===== config.mk =====
export PLATFORM = sky130hd
export DESIGN_NAME = rank_thermal_throttle
export DESIGN_NICKNAME = d
export VERILOG_FILES = /design/src/rtl/rtt_pkg.sv /design/src/rtl/rtt_sample_store.sv /design/src/rtl/rtt_max_select.sv /design/src/rtl/rtt_cas_budget.sv /design/src/rtl/rank_thermal_throttle.sv
export SDC_FILE = /design/constraint.sdc
export NUM_CORES = 1
export LEC_CHECK = 0
export BUFFER_PORTS_ARGS = -buffer_cell sky130_fd_sc_hd__buf_2
export CORE_MARGIN = 2
export CORE_UTILIZATION = 40
export CTS_CLUSTER_SIZE = 8
export DETAILED_ROUTE_END_ITERATION = 8
export GPL_ROUTABILITY_DRIVEN = 0
export SYNTH_ARGS = -nofsm -noshare
export SYNTH_HDL_FRONTEND = slang
export SYNTH_SLANG_ARGS = --single-unit

===== constraint.sdc =====
create_clock -name clk -period 11.9 [get_ports clk]
set_input_delay 2.38 -clock clk [delete_from_list [all_inputs] [get_ports clk]]
set_output_delay 2.38 -clock clk [all_outputs]
set_load 0.005 [all_outputs]

===== src/rtl/rtt_pkg.sv =====
package rtt_pkg;

    typedef enum logic [1:0] {
        LVL_FULL   = 2'd0,
        LVL_HALF   = 2'd1,
        LVL_EIGHTH = 2'd2
    } thr_level_e;

endpackage


===== src/rtl/rtt_sample_store.sv =====
module rtt_sample_store #(
    parameter int NUM_RANKS = 4,
    parameter int TEMP_W    = 8,
    parameter int RANK_W    = 2
) (
    input  logic                               clk,
    input  logic                               rst_n,
    input  logic                               smp_valid,
    input  logic [RANK_W-1:0]                  smp_rank,
    input  logic [TEMP_W-1:0]                  smp_temp,
    input  logic                               hybrid_en,
    input  logic [TEMP_W-1:0]                  est_temp,
    input  logic                               round_end,
    output logic [NUM_RANKS-1:0][TEMP_W-1:0]   eff_temp
);

    typedef struct packed {
        logic [NUM_RANKS-1:0][TEMP_W-1:0] temp;
        logic [NUM_RANKS-1:0]             seen;
    } store_t;

    store_t st_q, st_d;
    logic [NUM_RANKS-1:0][TEMP_W-1:0] cur_temp;
    logic [NUM_RANKS-1:0]             hit;

    // Per rank: the newest reading overrides the stored one; a rank not
    // heard from this round is filled from the estimate or its last value.
    always_comb begin
        st_d = st_q;
        for (int i = 0; i < NUM_RANKS; i++) begin
            hit[i]      = smp_valid && (smp_rank == RANK_W'(i));
            cur_temp[i] = hit[i] ? smp_temp : st_q.temp[i];
            if (st_q.seen[i] || hit[i]) begin
                eff_temp[i] = cur_temp[i];
            end else if (hybrid_en) begin
                eff_temp[i] = est_temp;
            end else begin
                eff_temp[i] = st_q.temp[i];
            end
            if (round_end) begin
                st_d.temp[i] = eff_temp[i];
                st_d.seen[i] = 1'b0;
            end else begin
                st_d.temp[i] = cur_temp[i];
                st_d.seen[i] = st_q.seen[i] | hit[i];
            end
        end
    end

    always_ff @(posedge clk) begin
        if (!rst_n) begin
            st_q <= '0;
        end else begin
            st_q <= st_d;
        end
    end

    for (genvar g = 0; g < NUM_RANKS; g++) begin : g_rank_chk
        assert_hold_unsampled_R4: assert property (@(posedge clk) disable iff (!rst_n)
            (!round_end && !(smp_valid && smp_rank == RANK_W'(g))) |=> $stable(st_q.temp[g]));
    end

endmodule


===== src/rtl/rtt_max_select.sv =====
module rtt_max_select #(
    parameter int NUM_RANKS = 4,
    parameter int TEMP_W    = 8,
    parameter int RANK_W    = 2
) (
    input  logic [NUM_RANKS-1:0][TEMP_W-1:0] temps,
    output logic [RANK_W-1:0]                max_rank,
    output logic [TEMP_W-1:0]                max_temp
);

    // Strict compare keeps the earliest index on ties.
    always_comb begin
        max_rank = '0;
        max_temp = temps[0];
        for (int i = 1; i < NUM_RANKS; i++) begin
            if (temps[i] > max_temp) begin
                max_rank = RANK_W'(i);
                max_temp = temps[i];
            end
        end
    end

endmodule


===== src/rtl/rtt_cas_budget.sv =====
module rtt_cas_budget #(
    parameter int WINDOW = 256,
    parameter int BUD_W  = 9
) (
    input  logic                    clk,
    input  logic                    rst_n,
    input  rtt_pkg::thr_level_e     level,
    input  logic                    cas_req,
    output logic                    cas_grant,
    output logic [BUD_W-1:0]        budget
);

    import rtt_pkg::*;

    localparam int               WIN_W    = $clog2(WINDOW);
    localparam logic [WIN_W-1:0] WIN_LAST = WIN_W'(WINDOW - 1);
    localparam logic [BUD_W-1:0] Q_FULL   = BUD_W'(WINDOW);
    localparam logic [BUD_W-1:0] Q_HALF   = BUD_W'(WINDOW / 2);
    localparam logic [BUD_W-1:0] Q_EIGHTH = BUD_W'(WINDOW / 8);

    typedef struct packed {
        logic [WIN_W-1:0] win_cnt;
        logic [BUD_W-1:0] budget;
    } bud_t;

    bud_t             b_q, b_d;
    logic             wrap;
    logic [BUD_W-1:0] quota;

    always_comb begin
        b_d = b_q;
        unique case (level)
            LVL_HALF:   quota = Q_HALF;
            LVL_EIGHTH: quota = Q_EIGHTH;
            default:    quota = Q_FULL;
        endcase
        cas_grant = cas_req && (b_q.budget != '0);
        wrap      = (b_q.win_cnt == WIN_LAST);
        if (wrap) begin
            b_d.win_cnt = '0;
            b_d.budget  = quota;
        end else begin
            b_d.win_cnt = b_q.win_cnt + WIN_W'(1);
            b_d.budget  = b_q.budget - BUD_W'(cas_grant);
        end
    end

    always_ff @(posedge clk) begin
        if (!rst_n) begin
            b_q.win_cnt <= '0;
            b_q.budget  <= Q_FULL;
        end else begin
            b_q <= b_d;
        end
    end

    assign budget = b_q.budget;

    assert_budget_step_R9: assert property (@(posedge clk) disable iff (!rst_n)
        (b_q.win_cnt != WIN_LAST) |=> (b_q.budget == $past(b_q.budget) - BUD_W'($past(cas_grant))));

    assert_budget_frozen_R10: assert property (@(posedge clk) disable iff (!rst_n)
        ((b_q.win_cnt != WIN_LAST) && !cas_req) |=> $stable(b_q.budget));

    assert_reload_value_R8: assert property (@(posedge clk) disable iff (!rst_n)
        (b_q.win_cnt == WIN_LAST) |=>
            (b_q.budget == Q_FULL || b_q.budget == Q_HALF || b_q.budget == Q_EIGHTH));

    assert_budget_cap_R8: assert property (@(posedge clk) disable iff (!rst_n)
        b_q.budget <= Q_FULL);

endmodule


===== src/rtl/rank_thermal_throttle.sv =====
module rank_thermal_throttle #(
    parameter int  NUM_RANKS  = 4,
    parameter int  TEMP_W     = 8,
    parameter int  INTERVAL_W = 16,
    parameter int  WINDOW     = 256,
    localparam int RANK_W     = (NUM_RANKS > 1) ? $clog2(NUM_RANKS) : 1,
    localparam int BUD_W      = $clog2(WINDOW + 1)
) (
    input  logic                  clk,
    input  logic                  rst_n,
    input  logic [INTERVAL_W-1:0] interval_cfg,
    input  logic [TEMP_W-1:0]     warm_limit,
    input  logic [TEMP_W-1:0]     hot_limit,
    input  logic                  hybrid_en,
    input  logic [TEMP_W-1:0]     est_temp,
    input  logic                  smp_valid,
    input  logic [RANK_W-1:0]     smp_rank,
    input  logic [TEMP_W-1:0]     smp_temp,
    input  logic                  cas_req,
    output logic                  cas_grant,
    output logic [BUD_W-1:0]      cas_budget,
    output logic [RANK_W-1:0]     hot_rank,
    output logic [TEMP_W-1:0]     hot_temp,
    output logic [1:0]            throttle_level
);

    import rtt_pkg::*;

    typedef struct packed {
        logic [INTERVAL_W-1:0] rnd_cnt;
        logic [RANK_W-1:0]     hot_rank;
        logic [TEMP_W-1:0]     hot_temp;
        thr_level_e            level;
    } ctl_t;

    ctl_t                             c_q, c_d;
    logic                             round_end;
    logic [INTERVAL_W:0]              cnt_plus1;
    logic [NUM_RANKS-1:0][TEMP_W-1:0] eff_temp;
    logic [RANK_W-1:0]                max_rank;
    logic [TEMP_W-1:0]                max_temp;

    rtt_sample_store #(
        .NUM_RANKS (NUM_RANKS),
        .TEMP_W    (TEMP_W),
        .RANK_W    (RANK_W)
    ) u_store (
        .clk       (clk),
        .rst_n     (rst_n),
        .smp_valid (smp_valid),
        .smp_rank  (smp_rank),
        .smp_temp  (smp_temp),
        .hybrid_en (hybrid_en),
        .est_temp  (est_temp),
        .round_end (round_end),
        .eff_temp  (eff_temp)
    );

    rtt_max_select #(
        .NUM_RANKS (NUM_RANKS),
        .TEMP_W    (TEMP_W),
        .RANK_W    (RANK_W)
    ) u_max (
        .temps    (eff_temp),
        .max_rank (max_rank),
        .max_temp (max_temp)
    );

    rtt_cas_budget #(
        .WINDOW (WINDOW),
        .BUD_W  (BUD_W)
    ) u_budget (
        .clk       (clk),
        .rst_n     (rst_n),
        .level     (c_q.level),
        .cas_req   (cas_req),
        .cas_grant (cas_grant),
        .budget    (cas_budget)
    );

    // Round timer, hottest-rank capture and level decision. Limits are only
    // looked at on the closing edge, so a rewrite waits for the next close.
    always_comb begin
        c_d       = c_q;
        cnt_plus1 = {1'b0, c_q.rnd_cnt} + (INTERVAL_W + 1)'(1);
        round_end = (cnt_plus1 >= {1'b0, interval_cfg});
        if (round_end) begin
            c_d.rnd_cnt  = '0;
            c_d.hot_rank = max_rank;
            c_d.hot_temp = max_temp;
            if (max_temp >= hot_limit) begin
                c_d.level = LVL_EIGHTH;
            end else if (max_temp >= warm_limit) begin
                c_d.level = LVL_HALF;
            end else begin
                c_d.level = LVL_FULL;
            end
        end else begin
            c_d.rnd_cnt = cnt_plus1[INTERVAL_W-1:0];
        end
    end

    always_ff @(posedge clk) begin
        if (!rst_n) begin
            c_q.rnd_cnt  <= '0;
            c_q.hot_rank <= '0;
            c_q.hot_temp <= '0;
            c_q.level    <= LVL_FULL;
        end else begin
            c_q <= c_d;
        end
    end

    assign hot_rank       = c_q.hot_rank;
    assign hot_temp       = c_q.hot_temp;
    assign throttle_level = c_q.level;

    assert_hold_between_rounds_R2: assert property (@(posedge clk) disable iff (!rst_n)
        !round_end |=> ($stable(c_q.hot_temp) && $stable(c_q.hot_rank)));

    assert_level_frozen_R7: assert property (@(posedge clk) disable iff (!rst_n)
        !round_end |=> $stable(c_q.level));

    assert_hot_vs_limit_R6: assert property (@(posedge clk) disable iff (!rst_n)
        round_end |=> ((c_q.level == LVL_EIGHTH) == (c_q.hot_temp >= $past(hot_limit))));

    for (genvar g = 0; g < NUM_RANKS; g++) begin : g_max_chk
        assert_max_dominates_R3: assert property (@(posedge clk) disable iff (!rst_n)
            round_end |=> (c_q.hot_temp >= $past(eff_temp[g])));
    end

endmodule


Word-level counts from Yosys, hierarchy flattened
Cells that the tools add are included.
{ "classes": {"add_sub_neg": 3, "n_mul": 0, "n_div": 0, "order_cmp": 6, "n_eq_ne": 6, "n_shift": 0, "muxes": 26, "n_bitwise": 5, "n_reduce_logical": 13} }
{ "ops": {"columns": ["op", "n"], "rows": [
  ["$mux 8", 19],
  ["$gt 8x8->1", 3],
  ["$pmux 9 s2", 1],
  ["$add 16x1->17 const B", 1],
  ["$ge 17x16->1", 1],
  ["$ge 8x8->1", 2],
  ["$mux 9", 1],
  ["$reduce_bool 9->1", 1],
  ["$sub 9x1->9", 1],
  ["$add 8x1->8 const B", 1],
  ["$eq 8x8->1 const B", 1],
  ["$eq 2x2->1 const B", 3],
  ["$mux 2", 3],
  ["$logic_and 1x1->1", 5],
  ["$eq 2x1->1 const B", 2],
  ["$logic_or 1x1->1", 4],
  ["$or 1x1->1", 4],
  ["$reduce_or 2->1", 2],
  ["$logic_not 2->1", 1],
  ["$mux 1", 2],
  ["$not 1->1", 1]
]} }
{ "word_totals": {"reg_bits": 81, "latch_bits": 0, "ram_bits": 0, "romBits": 0, "input_bits": 55, "output_inout_bits": 22, "word_cells": 70, "memories": 0} }

Longest topological paths before layout
{ "depth": {"depth_word": 13, "mapped_depth": 40, "depth_no_buf": 39} }

By module
A second synthesis with hierarchy kept.
{ "hier_totals": {"cells_unflattened": 754, "hier_area_um2": 6492.5} }
{ "modules_own_cells": {"columns": ["module", "instances", "cells_per_inst", "area_per_inst_um2"], "rows": [
  ["rtt_sample_store", 1, 273, 2542.4],
  ["rank_thermal_throttle", 1, 248, 2074.5],
  ["rtt_max_select", 1, 142, 1038.5],
  ["rtt_cas_budget", 1, 91, 837.1]
]} }

Least setup slack after synthesis
OpenSTA, ideal clock, no wires.
{ "synth_timing": {"kind": "input port to flip-flop", "startpoint": "in smp_rank[1]", "endpoint": "reg, netlist name throttle_level[0]", "setup_ns": 0.076, "arrival_ns": 10.026, "setup_slack_ns": 1.799, "path_stages": 38, "path_cell_list": "nor3b_4 > clkbuf_1 > nor2_1 > a21oi_1 > ha_1 > a21oi_1 > and3_1 > nand3_1 > o211a_1 > a21o_1 > o31ai_4 > mux2i_1 > ha_1 > a21o_1 > a21o_1 > a211oi_1 > a21oi_1 > a31oi_1 > (+2 left out) > o31ai_1 > o41a_1 > ha_1 > a21o_1 > a21o_1 > a21o_1 > o22ai_1 > mux2i_1 > ha_1 > nand2b_1 > a21o_1 > a21o_1 > a21o_1 > a21o_1 > a21oi_1 > o21ai_0 > or4_1 > a21boi_0"} }
{ "synth_via": {"elab_chain_cells": 13, "word_cells_on_any_way": 30, "classes_between": "order compare: 5; eq/ne: 3; mux: 13; reduce/logical: 9"} }
{ "synth_lines": {"columns": ["element", "line", "source"], "rows": [
  ["start, declared", "rank_thermal_throttle.sv:17", "input logic [RANK_W-1:0] smp_rank,"],
  ["$eq 2x1->1 or $logic_not 2->1 (tied branches)", "rtt_sample_store.sv:31", "hit[i] = smp_valid && (smp_rank == RANK_W'(i));"],
  ["$logic_and 1x1->1", "rtt_sample_store.sv:31", null],
  ["$mux 8 or $logic_or 1x1->1 (tied branches)", "rtt_sample_store.sv:32, rtt_sample_store.sv:33", null],
  ["$mux 8", "rtt_sample_store.sv:33", "if (st_q.seen[i] || hit[i]) begin"],
  ["$gt 8x8->1", "rtt_max_select.sv:16", "if (temps[i] > max_temp) begin"],
  ["$mux 8", "rtt_max_select.sv:16", null],
  ["$gt 8x8->1", "rtt_max_select.sv:16", null],
  ["$mux 8", "rtt_max_select.sv:16", null],
  ["$gt 8x8->1", "rtt_max_select.sv:16", null],
  ["$mux 8 *", "rtt_max_select.sv:16", null],
  ["$ge 8x8->1", "rank_thermal_throttle.sv:93", "end else if (max_temp >= warm_limit) begin"],
  ["$mux 1", "rank_thermal_throttle.sv:93", null],
  ["$mux 2 *", "rank_thermal_throttle.sv:91", "if (max_temp >= hot_limit) begin"]
]} }
Every way passes the cells marked *; elsewhere a longest branch is shown, timed or not.
A chain may end at the register's enable or synchronous reset.

Worst setup path after layout
{ "layout_timing": {"startpoint": "in hybrid_en", "endpoint": "reg, netlist name throttle_level[0]"} }
{ "layout_via": {"elab_chain_cells": 11, "word_cells_on_any_way": 18, "classes_between": "order compare: 5; mux: 13"} }
{ "layout_lines": {"columns": ["element", "line", "source"], "rows": [
  ["start, declared", "rank_thermal_throttle.sv:14", "input logic hybrid_en,"],
  ["$mux 8", "rtt_sample_store.sv:35", "end else if (hybrid_en) begin"],
  ["$mux 8", "rtt_sample_store.sv:33", null],
  ["$gt 8x8->1", "rtt_max_select.sv:16", null],
  ["$mux 8", "rtt_max_select.sv:16", null],
  ["$gt 8x8->1", "rtt_max_select.sv:16", null],
  ["$mux 8", "rtt_max_select.sv:16", null],
  ["$gt 8x8->1", "rtt_max_select.sv:16", null],
  ["$mux 8 *", "rtt_max_select.sv:16", null],
  ["via max_temp[1]", "rank_thermal_throttle.sv:41", "logic [TEMP_W-1:0] max_temp;"],
  ["$ge 8x8->1", "rank_thermal_throttle.sv:93", null],
  ["$mux 1", "rank_thermal_throttle.sv:93", null],
  ["$mux 2 *", "rank_thermal_throttle.sv:91", null]
]} }
The timed path passes the listed nets; every way through them passes the cells marked *.

==> metrics <==
CTS sink cnt=81; Via density=around 5.6; hold_ws=between 0.4 and 0.5 ns; GRT Total Usage=0.202; GRT met3 Usage=0.0464; CP top delay family=compound AO/OA/AOI/OAI gates; syn_nets=between 800 and 900; layout cells sized above 1=0.138; sequential share of the synthesized area=0.269; Worst path most repeated cell=a21o_1; DR pass1 iterations=5; clk_skew=0.00850 ns; Setup TNS=0 ns; Post-Syn Area=between 6000 and 7000 sq um; leakage=0.00359 uW; PwrDens=~140 nW/um^2; met2 usage=0.327; pins over their slew limit=0; Avg WL per Cell=roughly 16 um; Max Cap Viol=0; clock slew at reported path FFs=roughly 0.060 ns; met1 usage=0.258; Peak VDD IR=0.0741 mV; Mean Syn Cell Area=about 8 sq um; min Tclk post-route=between 10 and 15 ns; slowest stage cell, crit path=and2b_1; I/O pin cnt=77; RSZ-0062 raised after global routing=no; YS warnings=0; sequential fraction of design power=0.311; DRT Wirelength=15,900 um; worst rel slew slack=0.219; DR iter-0 viols=roughly 340; Clock Tree Root=clkbuf_16; fin crit share=0.884; EDFF count, synth=0; postcts setup bufs=0; Clock Power Share=0.316; Post-CTS Hold Fix Bufs=0; combinational power share=0.373; Switching Fraction=0.349; DR vias=~5,500; Synth Instances=748; worst-path maximum fanout=18; outcome=finished, final reports clean; reg2reg setup slack=between 3 and 4 ns; type of origin of the critical path=input port; global-route wire length before repair=between 20,000 and 30,000 um; Nets=roughly 900; #FFs+latches synth=81; endpoints failing setup=0; Final Total Pwr=~960 uW; DIE HEIGHT=around 130 um; largest net degree at the start of global routing=between 70 and 80; synthesis-to-finish area growth=11.2%; post-CTS sizing=0; Async SR Flop Fraction=0; ANT cells=0; Required @ worst endpoint=about 12 ns; die width=127 um; Top Usage Layer GRT=met2; Buf/Inv on CP=2; most common cell after layout, fill and taps aside=dfxtp_1; core area=14,600 sq um; CTS H-tree depth=3; kind of critical path=input port to flop; CTS tree=yes; Max Fclk=between 90 and 100 MHz; Hold WC Path Type=flop to flop; endpoints failing hold=0; full die area=16,100 sq um; Synth cell types=50; total gr overflow=0; switching power=approximately 330 uW; main flop type after synthesis=dfxtp_1; most frequent cells in the layout=81 x dfxtp_1, 80 x nand2_1, 76 x buf_2; PortBufs=76; Internal=between 600 and 700 uW; Max clock buf depth=2; Worst-Margin Slew=~1.2 ns; CP endpoint kind=flop; ANT nets after route=0; Critical Path AT=10.79 ns; Std-Cell Rows=44; antenna violations before repair=0; Clock Latency Late Sink=~0.35 ns; DRC=0; DP HPWL=between 10,000 and 15,000 um; vias in the first global route=about 5,300; Initial Utilization=0.412; number of CTS-inserted buffers=9; slowest cell delay on critical path=approximately 0.50 ns
[sequential cells by signal (all words and copies together) (netlist names)]
signal / flops
hot_temp: 8
u_budget.budget: 9
u_budget.b_q: 8
u_store.st_q: 36
c_q: 16
throttle_level: 2
hot_rank: 2
[metrics by stage]
step	cell area [sq um]	instances	setup WS (ns)	util
4_1_cts	6710	972	1.50	0.458
6_report	6710	972	1.38	0.458
5_1_grt	6710	972	0.591	0.458
3_3_place_gp	6400	957	1.47	0.437
3_5_place_dp	6400	957	1.14	0.437
2_1_floorplan	6040	748	1.80	-
[final cells by class]
type,count,area (sq um)
Fill cell,1427,7930
Multi-Input combinational cell,560,3930
Sequential cell,81,1620
Timing Repair Buffer,83,433
Tap cell,184,230
Clock buffer,9,225
Inverter,49,184
Clock inverter,6,91.3
[power groups by stage]
stage	clock (uW)	sequential, uW	combinational, uW
after floorplan	0	301	272
after global placement	0	303	341
after detailed placement	0	304	354
after CTS	308	298	357
after global routing	320	299	405
final	303	298	356
[cells by family after synthesis]
| kind of cell | share of synthesized area |
|---|---|
| compound gates | 0.189 |
| simple gates | 0.208 |
| xor+xnor | 0.0392 |
| flops | 0.269 |
| buf+inv | 0.0821 |
| mux | 0.0891 |
| fa+ha+maj | 0.124 |
[synth_stat cells (5+ instances only)]
| master | number | area [sq um] |
|---|---|---|
| o21a_1 | 8 | 60.1 |
| nand2_1 | 80 | 300 |
| o21ai_0 | 42 | 210 |
| and3_1 | 38 | 238 |
| o221ai_1 | 7 | 61.3 |
| o211a_1 | 24 | 240 |
| ha_1 | 60 | 751 |
| buf_4 | 22 | 165 |
| xor2_1 | 10 | 87.6 |
| nand3_1 | 58 | 290 |
| nand2b_1 | 8 | 50.1 |
| a31oi_1 | 5 | 31.3 |
| inv_1 | 49 | 184 |
| clkbuf_1 | 28 | 105 |
| xnor2_1 | 17 | 149 |
| o41a_1 | 6 | 67.6 |
| dfxtp_1 | 81 | 1620 |
| nand4_1 | 5 | 31.3 |
| o31ai_1 | 8 | 60.1 |
| nor3_1 | 8 | 40.0 |
| nor2b_1 | 6 | 37.5 |
| a21oi_1 | 25 | 125 |
| mux2i_1 | 50 | 500 |
| a21o_1 | 18 | 135 |
| nor2_1 | 49 | 184 |
[final timing paths]
| path | start | to | cells after the start |
|---|---|---|---|
| worst min register to register | u_store.st_q[3] | u_store.st_q[3] | 2 |
| worst min-delay path | u_store.st_q[3] | u_store.st_q[3] | 2 |
| worst max-delay path | hybrid_en | throttle_level[0] | 37 |
| worst max register to register | u_store.st_q[1] | throttle_level[0] | 36 |
[worst reg2reg max path: cells and delay by family (launching register included)]
| family | cells | cell delay (ns) |
|---|---|---|
| AOI/OAI and AO/OA | 24 | 4.99 |
| and+or+nand+nor | 5 | 1.40 |
| adders and majority gates | 4 | 1.21 |
| muxes | 2 | 0.46 |
| DFF | 1 | 0.31 |
| buffers and inverters | 1 | 0.27 |
[per-layer routing]
| metal | up-vias | part of all wire |
|---|---|---|
| met5 | - | 0 |
| met4 | 0 | 0.033 |
| met3 | 37 | 0.056 |
| met2 | 158 | 0.46 |
| met1 | 2549 | 0.45 |
| li1 | 2712 | - |
Note: power is estimated with default switching activity, not from simulation.
